[src/rtl/ce_guard_pkg.sv]
package ce_guard_pkg;

    // Closed is encoded as zero so that an uninitialised register powers up closed.
    typedef enum logic [1:0] {
        ST_BLOCKED = 2'd0,
        ST_PASS    = 2'd1,
        ST_GRACE   = 2'd2
    } gate_st_e;

    typedef struct packed {
        logic open;
        logic ce_n;
    } gate_out_t;

    function automatic int grace_cycles(input int mhz, input int usec);
        return (mhz * usec < 1) ? 1 : mhz * usec;
    endfunction

    function automatic int cnt_width(input int cycles);
        return (cycles > 1) ? $clog2(cycles) : 1;
    endfunction

endpackage

[src/rtl/ce_guard_timer.sv]
module ce_guard_timer
    import ce_guard_pkg::*;
#(
    parameter int GRACE_CYC = 900
) (
    input  logic clk,
    input  logic run,
    output logic expired
);
    localparam int CW = cnt_width(GRACE_CYC);
    localparam logic [CW-1:0] LAST = CW'(GRACE_CYC - 1);

    logic [CW-1:0] cnt_q;

    // Held at zero outside the window, so every entry starts fresh.
    always_ff @(posedge clk) begin
        if (!run)
            cnt_q <= '0;
        else if (cnt_q != LAST)
            cnt_q <= cnt_q + 1'b1;
    end

    assign expired = run && (cnt_q == LAST);
endmodule

[src/rtl/ce_guard_fsm.sv]
module ce_guard_fsm
    import ce_guard_pkg::*;
(
    input  logic     clk,
    input  logic     rst,
    input  logic     ce_in_n,
    input  logic     expired,
    output gate_st_e st
);
    gate_st_e st_q, st_d;

    always_comb begin
        case (st_q)
            ST_PASS: begin
                if (!rst)
                    st_d = ST_PASS;
                else if (ce_in_n)
                    st_d = ST_BLOCKED;
                else
                    st_d = ST_GRACE;
            end
            ST_GRACE: begin
                if (ce_in_n || expired)
                    st_d = ST_BLOCKED;
                else
                    st_d = ST_GRACE;
            end
            ST_BLOCKED: begin
                if (!rst && ce_in_n)
                    st_d = ST_PASS;
                else
                    st_d = ST_BLOCKED;
            end
            default: st_d = ST_BLOCKED;
        endcase
    end

    always_ff @(posedge clk) begin
        st_q <= st_d;
    end

    assign st = st_q;
endmodule

[src/rtl/ce_guard_mux.sv]
module ce_guard_mux
    import ce_guard_pkg::*;
(
    input  gate_st_e  st,
    input  logic      ce_in_n,
    output gate_out_t out
);
    always_comb begin
        out.open = (st == ST_PASS) || (st == ST_GRACE);
        out.ce_n = out.open ? ce_in_n : 1'b1;
    end
endmodule

[src/rtl/ce_guard.sv]
module ce_guard
    import ce_guard_pkg::*;
#(
    parameter int CLK_MHZ  = 50,
    parameter int GRACE_US = 18
) (
    input  logic clk,
    input  logic rst,
    input  logic ce_in_n,
    output logic ce_out_n,
    output logic gate_open
);
    localparam int GRACE_CYC = grace_cycles(CLK_MHZ, GRACE_US);

    gate_st_e  st_q;
    logic      expired;
    gate_out_t gout;

    ce_guard_fsm u_fsm (
        .clk     (clk),
        .rst     (rst),
        .ce_in_n (ce_in_n),
        .expired (expired),
        .st      (st_q)
    );

    ce_guard_timer #(.GRACE_CYC(GRACE_CYC)) u_timer (
        .clk     (clk),
        .run     (st_q == ST_GRACE),
        .expired (expired)
    );

    ce_guard_mux u_mux (
        .st      (st_q),
        .ce_in_n (ce_in_n),
        .out     (gout)
    );

    assign ce_out_n  = gout.ce_n;
    assign gate_open = gout.open;
endmodule

[config.mk]
export PLATFORM = sky130hd
export DESIGN_NAME = ce_guard
export DESIGN_NICKNAME = d
export VERILOG_FILES = /design/src/rtl/ce_guard_pkg.sv /design/src/rtl/ce_guard_timer.sv /design/src/rtl/ce_guard_fsm.sv /design/src/rtl/ce_guard_mux.sv /design/src/rtl/ce_guard.sv
export SDC_FILE = /design/constraint.sdc
export NUM_CORES = 1
export LEC_CHECK = 0
export ABC_AREA = 1
export CAP_MARGIN = 15
export CELL_PAD_IN_SITES_DETAIL_PLACEMENT = 0
export CELL_PAD_IN_SITES_GLOBAL_PLACEMENT = 2
export CORE_ASPECT_RATIO = 0.75
export CORE_UTILIZATION = 33
export DETAILED_ROUTE_END_ITERATION = 16
export PLACE_DENSITY = 0.79
export SLEW_MARGIN = 40
export SYNTH_ARGS = -nofsm -noshare
export SYNTH_HDL_FRONTEND = slang
export SYNTH_SLANG_ARGS = --single-unit
[constraint.sdc]
create_clock -name clk -period 2.35 [get_ports clk]
set_input_delay 0.47 -clock clk [delete_from_list [all_inputs] [get_ports clk]]
set_output_delay 0.47 -clock clk [all_outputs]
set_load 0.01 [all_outputs]
* Word-level counts from Yosys, hierarchy flattened
Cells that the tools add are included.
W data, S select, Z words.
** Operators by class
- Equal/unequal tests :: 4
- Reductions and logical operators :: 6
- Add/sub/neg operators :: 1
- Multiplexer cells :: 6
** Operators by type and width (count)
- $add A10 B1 Y10 const B :: 1
- $eq A10 B10 Y1 const B :: 1
- $ne A10 B10 Y1 const B :: 1
- $mux W2 :: 3
- $pmux W2 S3 :: 1
- $eq A2 B1 Y1 const B :: 1
- $eq A2 B2 Y1 const B :: 1
- $logic_and A1 B1 Y1 :: 2
- $logic_not A2 Y1 :: 1
- $logic_or A1 B1 Y1 :: 2
- $mux W1 :: 2
- $logic_not A1 Y1 :: 1
** Storage, ports and cells
- Flip-flop bits (word level) :: 12
- Logic and storage cells :: 19

* Longest topological paths before layout
Gate-level depths: netlist of run 1.
- Depth in word-level cells :: 5
- Mapped depth :: 7
- Depth with buffers taken out :: 7

* Cells and area by module
Synthesis of run 1 repeated with hierarchy kept, for this count alone.
** Unflattened totals
- Cells, all modules :: 101
- Area, all modules :: 673.1 µm²
** By module, submodules not included
- ce_guard_timer :: times used 1, cells an instance 76, area each 534.3 µm²
- ce_guard_fsm :: times used 1, cells an instance 14, area each 86.3 µm²
- ce_guard_mux :: times used 1, cells an instance 9, area each 42.5 µm²
- ce_guard :: times used 1, cells an instance 2, area each 10.0 µm²

* Worst setup path before layout of run 1
OpenSTA, ideal clock, no wires.
- Path type :: flip-flop to output port
- From :: register u_fsm.st_q[0], in the netlist u_fsm.st[0]
- To :: output port ce_out_n
- Path buffers :: 0
- Arrival time :: 0.849 ns
- Required time :: 1.880 ns
- Cell stages (with the launch flop) :: 4
- Setup slack :: 1.031 ns
- Cells stage by stage :: dfxtp_1 inv_1 ha_1 nand2_1
** Between the ends
- Cells in the longest elaborated chain, start to end :: 3
- Elaborated cells between the ends (all ways) :: 4
- Classes of those cells :: 2 x eq/ne; 1 x mux; 1 x reduce/logical
** Ends and longest elaborated chain
- start, declared :: RTL line ce_guard_fsm.sv:10 : gate_st_e st_q, st_d;
- start signal, assigned :: RTL line ce_guard_fsm.sv:39 : st_q <= st_d;
- $eq A2 B1 Y1 / $eq A2 B2 Y1 (equally long branches) :: RTL line ce_guard_mux.sv:9 : out.open = (st == ST_PASS) || (st == ST_GRACE);
- $logic_or A1 B1 Y1 (*) :: RTL line ce_guard_mux.sv:9
- named net gate_open :: RTL line ce_guard.sv:11 : output logic gate_open
- $mux W1 (*) :: RTL line ce_guard_mux.sv:10 : out.ce_n = out.open ? ce_in_n : 1'b1;
- end, declared :: RTL line ce_guard.sv:10 : output logic ce_out_n,
Mark *: on every way through the listed nets, which the timed path passes. The rest lies on a longest branch.

* Final worst setup path of run 1
- From :: register u_fsm.st_q[0], in the netlist u_fsm.st[0]
- To :: output port ce_out_n
** Between the ends
- Cells in the longest elaborated chain, start to end :: 3
- Elaborated cells between the ends (all ways) :: 4
- Classes of those cells :: 2 x eq/ne; 1 x mux; 1 x reduce/logical
** Ends and longest elaborated chain (RTL line)
- $eq A2 B1 Y1 / $eq A2 B2 Y1 (equally long branches) :: ce_guard_mux.sv:9
- $logic_or A1 B1 Y1 (*) :: ce_guard_mux.sv:9
- $mux W1 (*) :: ce_guard_mux.sv:10
Mark *: on every way between the ends. The rest lies on a longest branch, timed or not.

==> results.yml, run 1 <==
sta:
  max_clock_freq_ghz: 0.485
  rsz0062_at_grt: "no"
  maxSlewHeadroom_pct: 80.6
  final-hold-violation-count: 0
  slew_violations: 0
  fin_tns_setup_ns: 0
  fin_crit_ns: 2.06
  finalCritPeriodShare_pct: 87.8
  hold_ws_ns: 0.481
  fin_ws_ns: 0.286
  tightest_slew_ns: 0.290
  setup_violations: 0
  clock_skew_ns: 0.00571
routing:
  wl_met2_um: 420
  post_drt_wl_per_cell_um: 9.64
  vias: 518
  drt_pre_antenna_iters: 4
  routed_wl_um: 1140
  highest_layer: "met4"
  via_per_inst: 4.39
  met3_length_um: 60
  ant_nets: 0
  drc: 0
  met1_length_um: 642
  drt_iter0_drc: 8
critical_path:
  crit_required_ns: 1.88
  path_cells: "inv_1 > ha_1 > nand2_1 > clkdlybuf4s50_1"
  worstSetupPathType: "reg2out"
  end_kind: "output port"
  critPathArrivalTime_ns: 1.59
  path_delay_family: "buffers and inverters"
  worst-path-buf-inv: 2
  reg2reg_from: "u_timer.cnt_q[0]"
  slowest_delay_ns: 0.52
  startpoint_type: "register"
  worst-path-stages: 4
  timing.rr.end: "u_timer.cnt_q[8]"
  slowest_stage: "clkdlybuf4s50_1"
  worstSetupStartpoint: "u_fsm.st[0]"
  reg2reg_depth: 5
  crit_end: "ce_out_n"
  worstPathMaxFanout: 3
  r2r_setup_slack_ns: 1.04
cells_and_area:
  final_cells: 118
  n_antenna_cell: 0
  final_common_cell: "nand2_1"
  fin_area_um2: 729
  nets: 106
  layout-drive-gt1-share_pct: 9.38
  syn_to_final_growth_pct: 14.1
  fillers: 195
  final_cell_mix: "nand2_1, inv_1, nor2_1"
  fin_util_pct: 41.1
power_and_ir_drop:
  power.leakage_nw: 0.305
  total_power_mw: 0.379
  peakVddDrop_mv: 0.296
  powerDensity_nw_per_um2: 519
floorplan:
  io_pins: 5
  die_x_um: 52.8
  dieHeight_um: 40.1
  start_util_pct: 36.1
  dieArea_um2: 2120
  rows: 13
  coreArea_um2: 1770
synthesis:
  ys_top_cells_by_area: "dfxtp_1, nand2_1, ha_1, inv_1, nor2_1"
  synthCells: 89
  synth_seq_area_share_pct: 37.6
  ys_types: 17
  synth.avg_cell_area_um2: 7.18
  syn-num-nets: 97
  ys_ff_latch: 12
  synth_top_area_cell: "dfxtp_1"
  syn_area_um2: 639
  ys.warnings.count: 0
  yosysTopAreaCellShare_pct: 37.6
place:
  dpl-instance-area_um2: 707
  numPlacedInstances: 115
  port_buffers: 4
  dp_hpwl_um: 877
  dp_slack_ns: 0.310
  globalplace.congestion: 0.701
hold_path:
  hp-start: "u_timer.cnt_q[8]"
  hold_path_class: "reg2reg"
clock_tree:
  cts_buffers: 3
  post_cts_buffers: 0
  worstSkewPairLatency_ns: 0.27
  clk_pin_slew_ns: 0.07
  cts_tree: "built"
  cts.sinks: 12
  clk_path_buf_depth: 2
  cts-root-buf: "clkbuf_4"
  ctsResizeCount: 0
  cts_hold_buf: 0
  h-tree-depth: 1
run_status:
  status: "completed"
global_routing:
  grt_pass1_vias: 442
  track_usage_pct: 14.2
  gr-total-overflow: 0
  grt_max_degree: 8
  grt_pass1_wl_um: 1990
  antenna_found_initial: 0
flow_run:
  maxCapViolations: 0
worst min path at each step:
stage	endpoint	cells past startpoint
finish	u_timer.cnt_q[8]	2
global route	u_timer.cnt_q[8]	2
CTS	u_timer.cnt_q[8]	2
detailed placement	u_timer.cnt_q[8]	2
global placement	u_timer.cnt_q[8]	2
floorplan	u_timer.cnt_q[9]	2
synthesized netlist by cell type:
library cell  count
nand3_1           2
nand2_2           1
inv_1            16
nand2_1          21
xnor2_1           2
or2_2             1
nand4_1           1
a21oi_1           6
or3_1             1
nor2_1           14
xor2_1            1
nor2_4            1
nand3b_1          1
nand3_2           3
o21ai_0           1
dfxtp_1          12
ha_1              5
layout make-up:
type / instances / area (µm²) / area share (%)
flip-flops and latches: 12 / 240 / 32.9
repair buffers: 4 / 40.0 / 5.49
multi-input cells: 61 / 339 / 46.5
clock buffers: 3 / 22.5 / 3.09
inverters: 16 / 60.1 / 8.23
well taps: 22 / 27.5 / 3.77
metal layers:
layer,vias to the layer above,global-route usage [%]
li1,286,-
met5,-,0
met2,12,18.4
met3,2,6.82
met1,218,19.5
met4,0,5.92
tightest hold or removal path: stages (launching register included):
cell and delay (ns):
dfxtp_1 0.32, nand2_1 0.06, a21oi_1 0.05
cell families (layout without fill, tap and decap cells):
group | count (synthesis) | in the layout | synth area share, %
xor+xnor | 3 | 3 | 4.11
simple gates | 46 | 46 | 33.7
fa+ha+maj | 5 | 5 | 9.78
buf+inv | 16 | 23 | 9.39
flops | 12 | 12 | 37.6
compound gates | 7 | 7 | 5.48
registers in the layout, summed over array words and instances, names as in the netlist:
register / cells
u_timer.cnt_q: 10
u_fsm.st: 2
where the power goes:
part	leakage, nW	internal, mW	switching (mW)
Combinational	0.194	0.0211	0.0194
Clock	0.0138	0.0593	0.0676
Sequential	0.0971	0.208	0.00381
Total	0.305	0.288	0.0907
(Power assumes the default switching activity.)
==> run 2, diff against run 1 <==
--- a/config.mk
+++ b/config.mk
@@ -13,7 +13,8 @@
 export CORE_UTILIZATION = 33
 export DETAILED_ROUTE_END_ITERATION = 16
 export PLACE_DENSITY = 0.79
-export SLEW_MARGIN = 40
+export SLEW_MARGIN = 20
 export SYNTH_ARGS = -nofsm -noshare
 export SYNTH_HDL_FRONTEND = slang
 export SYNTH_SLANG_ARGS = --single-unit
+export TNS_END_PERCENT = 20
==> results of run 2 <==
Final layout, timing and power as in run 1 (identical DEF).
==> run 3, diff against run 2 <==
--- a/config.mk
+++ b/config.mk
@@ -10,9 +10,11 @@
 export CELL_PAD_IN_SITES_DETAIL_PLACEMENT = 0
 export CELL_PAD_IN_SITES_GLOBAL_PLACEMENT = 2
 export CORE_ASPECT_RATIO = 0.75
-export CORE_UTILIZATION = 33
+export CORE_UTILIZATION = 35
 export DETAILED_ROUTE_END_ITERATION = 16
-export PLACE_DENSITY = 0.79
+export DONT_BUFFER_PORTS = 1
+export GPL_ROUTABILITY_DRIVEN = 0
+export PLACE_DENSITY = 0.76
 export SLEW_MARGIN = 20
 export SYNTH_ARGS = -nofsm -noshare
 export SYNTH_HDL_FRONTEND = slang
==> results.yml, run 3 (synthesis gave the netlist of run 1 again) <==
power_and_ir_drop:
  peakVddDrop_mv: 0.259
  total_power_mw: 0.406
  power.leakage_nw: 0.296
  powerDensity_nw_per_um2: 578
sta:
  finalCritPeriodShare_pct: 70.4
  final-hold-violation-count: 0
  setup_violations: 0
  fin_tns_setup_ns: 0
  clock_skew_ns: 0.00911
  maxSlewHeadroom_pct: 79.6
  slew_violations: 0
  fin_crit_ns: 1.65
  max_clock_freq_ghz: 0.604
  tightest_slew_ns: 0.305
  rsz0062_at_grt: "no"
routing:
  drc: 0
  ant_nets: 0
  drt_iter0_drc: 12
  via_per_inst: 4.32
  routed_wl_um: 1120
  drt_pre_antenna_iters: 3
  vias: 492
  post_drt_wl_per_cell_um: 9.80
global_routing:
  antenna_found_initial: 0
  gr-total-overflow: 0
  grt_pass1_wl_um: 2030
  track_usage_pct: 15.5
  grt_max_degree: 8
  grt_pass1_vias: 473
clock_tree:
  ctsResizeCount: 0
  cts-root-buf: "clkbuf_4"
  clk_pin_slew_ns: 0.08
  cts_hold_buf: 0
  cts.sinks: 12
  h-tree-depth: 1
  cts_buffers: 3
  post_cts_buffers: 0
  worstSkewPairLatency_ns: 0.28
  cts_tree: "built"
  clk_path_buf_depth: 2
floorplan:
  coreArea_um2: 1590
  io_pins: 5
  dieHeight_um: 39.0
  dieArea_um2: 2000
  start_util_pct: 40.2
  rows: 12
  die_x_um: 51.4
cells_and_area:
  syn_to_final_growth_pct: 9.78
  n_antenna_cell: 0
  nets: 102
  layout-drive-gt1-share_pct: 10.8
  fin_util_pct: 44.1
  final_common_cell: "nand2_1"
  regMostFlops: "u_timer.cnt_q"
  largest_reg_flops: 10
  final_cell_mix: "nand2_1, inv_1, nor2_1"
  fin_area_um2: 702
critical_path:
  end_kind: "output port"
  critPathArrivalTime_ns: 1.18
  crit_required_ns: 1.88
  startpoint_type: "register"
  worstPathMaxFanout: 3
  worstSetupPathType: "reg2out"
hold_path:
  hold_path_class: "in2reg"
run_status:
  status: "completed"
place:
  dpl-instance-area_um2: 666
  dp_hpwl_um: 855
  port_buffers: 0
flow_run:
  maxCapViolations: 0
==> run 3: changes by cell type in the layout (fill, tap and decap cells not counted), sizes merged <==
cell	previous run	this run
clkdlybuf4s50	4	0
clkbuf	3	4
==> run 3: layout make-up <==
class | count | area, µm²
clock buffers | 4 | 36.3
fillers | 177 | 890
multi-input cells | 61 | 339
well taps | 21 | 26.3
flip-flops and latches | 12 | 240
inverters | 16 | 60.1
==> run 3: metrics by stage <==
step / setup slack [ns] / instances / hold WS, ns
5_1_grt: 0.624 / 114 / 0.324
3_5_place_dp: 1.00 / 110 / 0.472
6_report: 0.696 / 114 / 0.332
2_1_floorplan: 1.03 / 89 / 0.447
4_1_cts: 0.686 / 114 / 0.326
3_3_place_gp: 1.01 / 110 / 0.469
==> run 3: path summary, 6_finish.rpt <==
| kind | start | to | slack [ns] | cells past startpoint |
|---|---|---|---|---|
| max | u_fsm.st[0] | ce_out_n | 0.70 | 3 |
| min reg2reg | u_timer.cnt_q[9] | u_timer.cnt_q[9] | 0.48 | 2 |
| min | rst | u_fsm.st[1] | 0.33 | 2 |
| max reg2reg | u_timer.cnt_q[0] | u_timer.cnt_q[8] | 1.02 | 6 |
==> run 3: worst max-delay path: stages, from the launching register on <==
cell,delay (ns)
dfxtp_1,0.36
inv_1,0.07
ha_1,0.34
nand2_1,0.13
==> run 3: metal layers <==
layer,up-vias,share of wire (%),GRT usage [%]
met2,4,37,21.7
met4,0,1.8,8.11
met3,5,4.3,8.24
met1,204,57,19.0
li1,279,-,-
met5,-,0,0
==> run 3: report_power, final <==
part | internal [mW] | switching, mW
Sequential | 0.208 | 0.00400
Combinational | 0.0108 | 0.0166
Clock | 0.0943 | 0.0723
Total | 0.313 | 0.0928
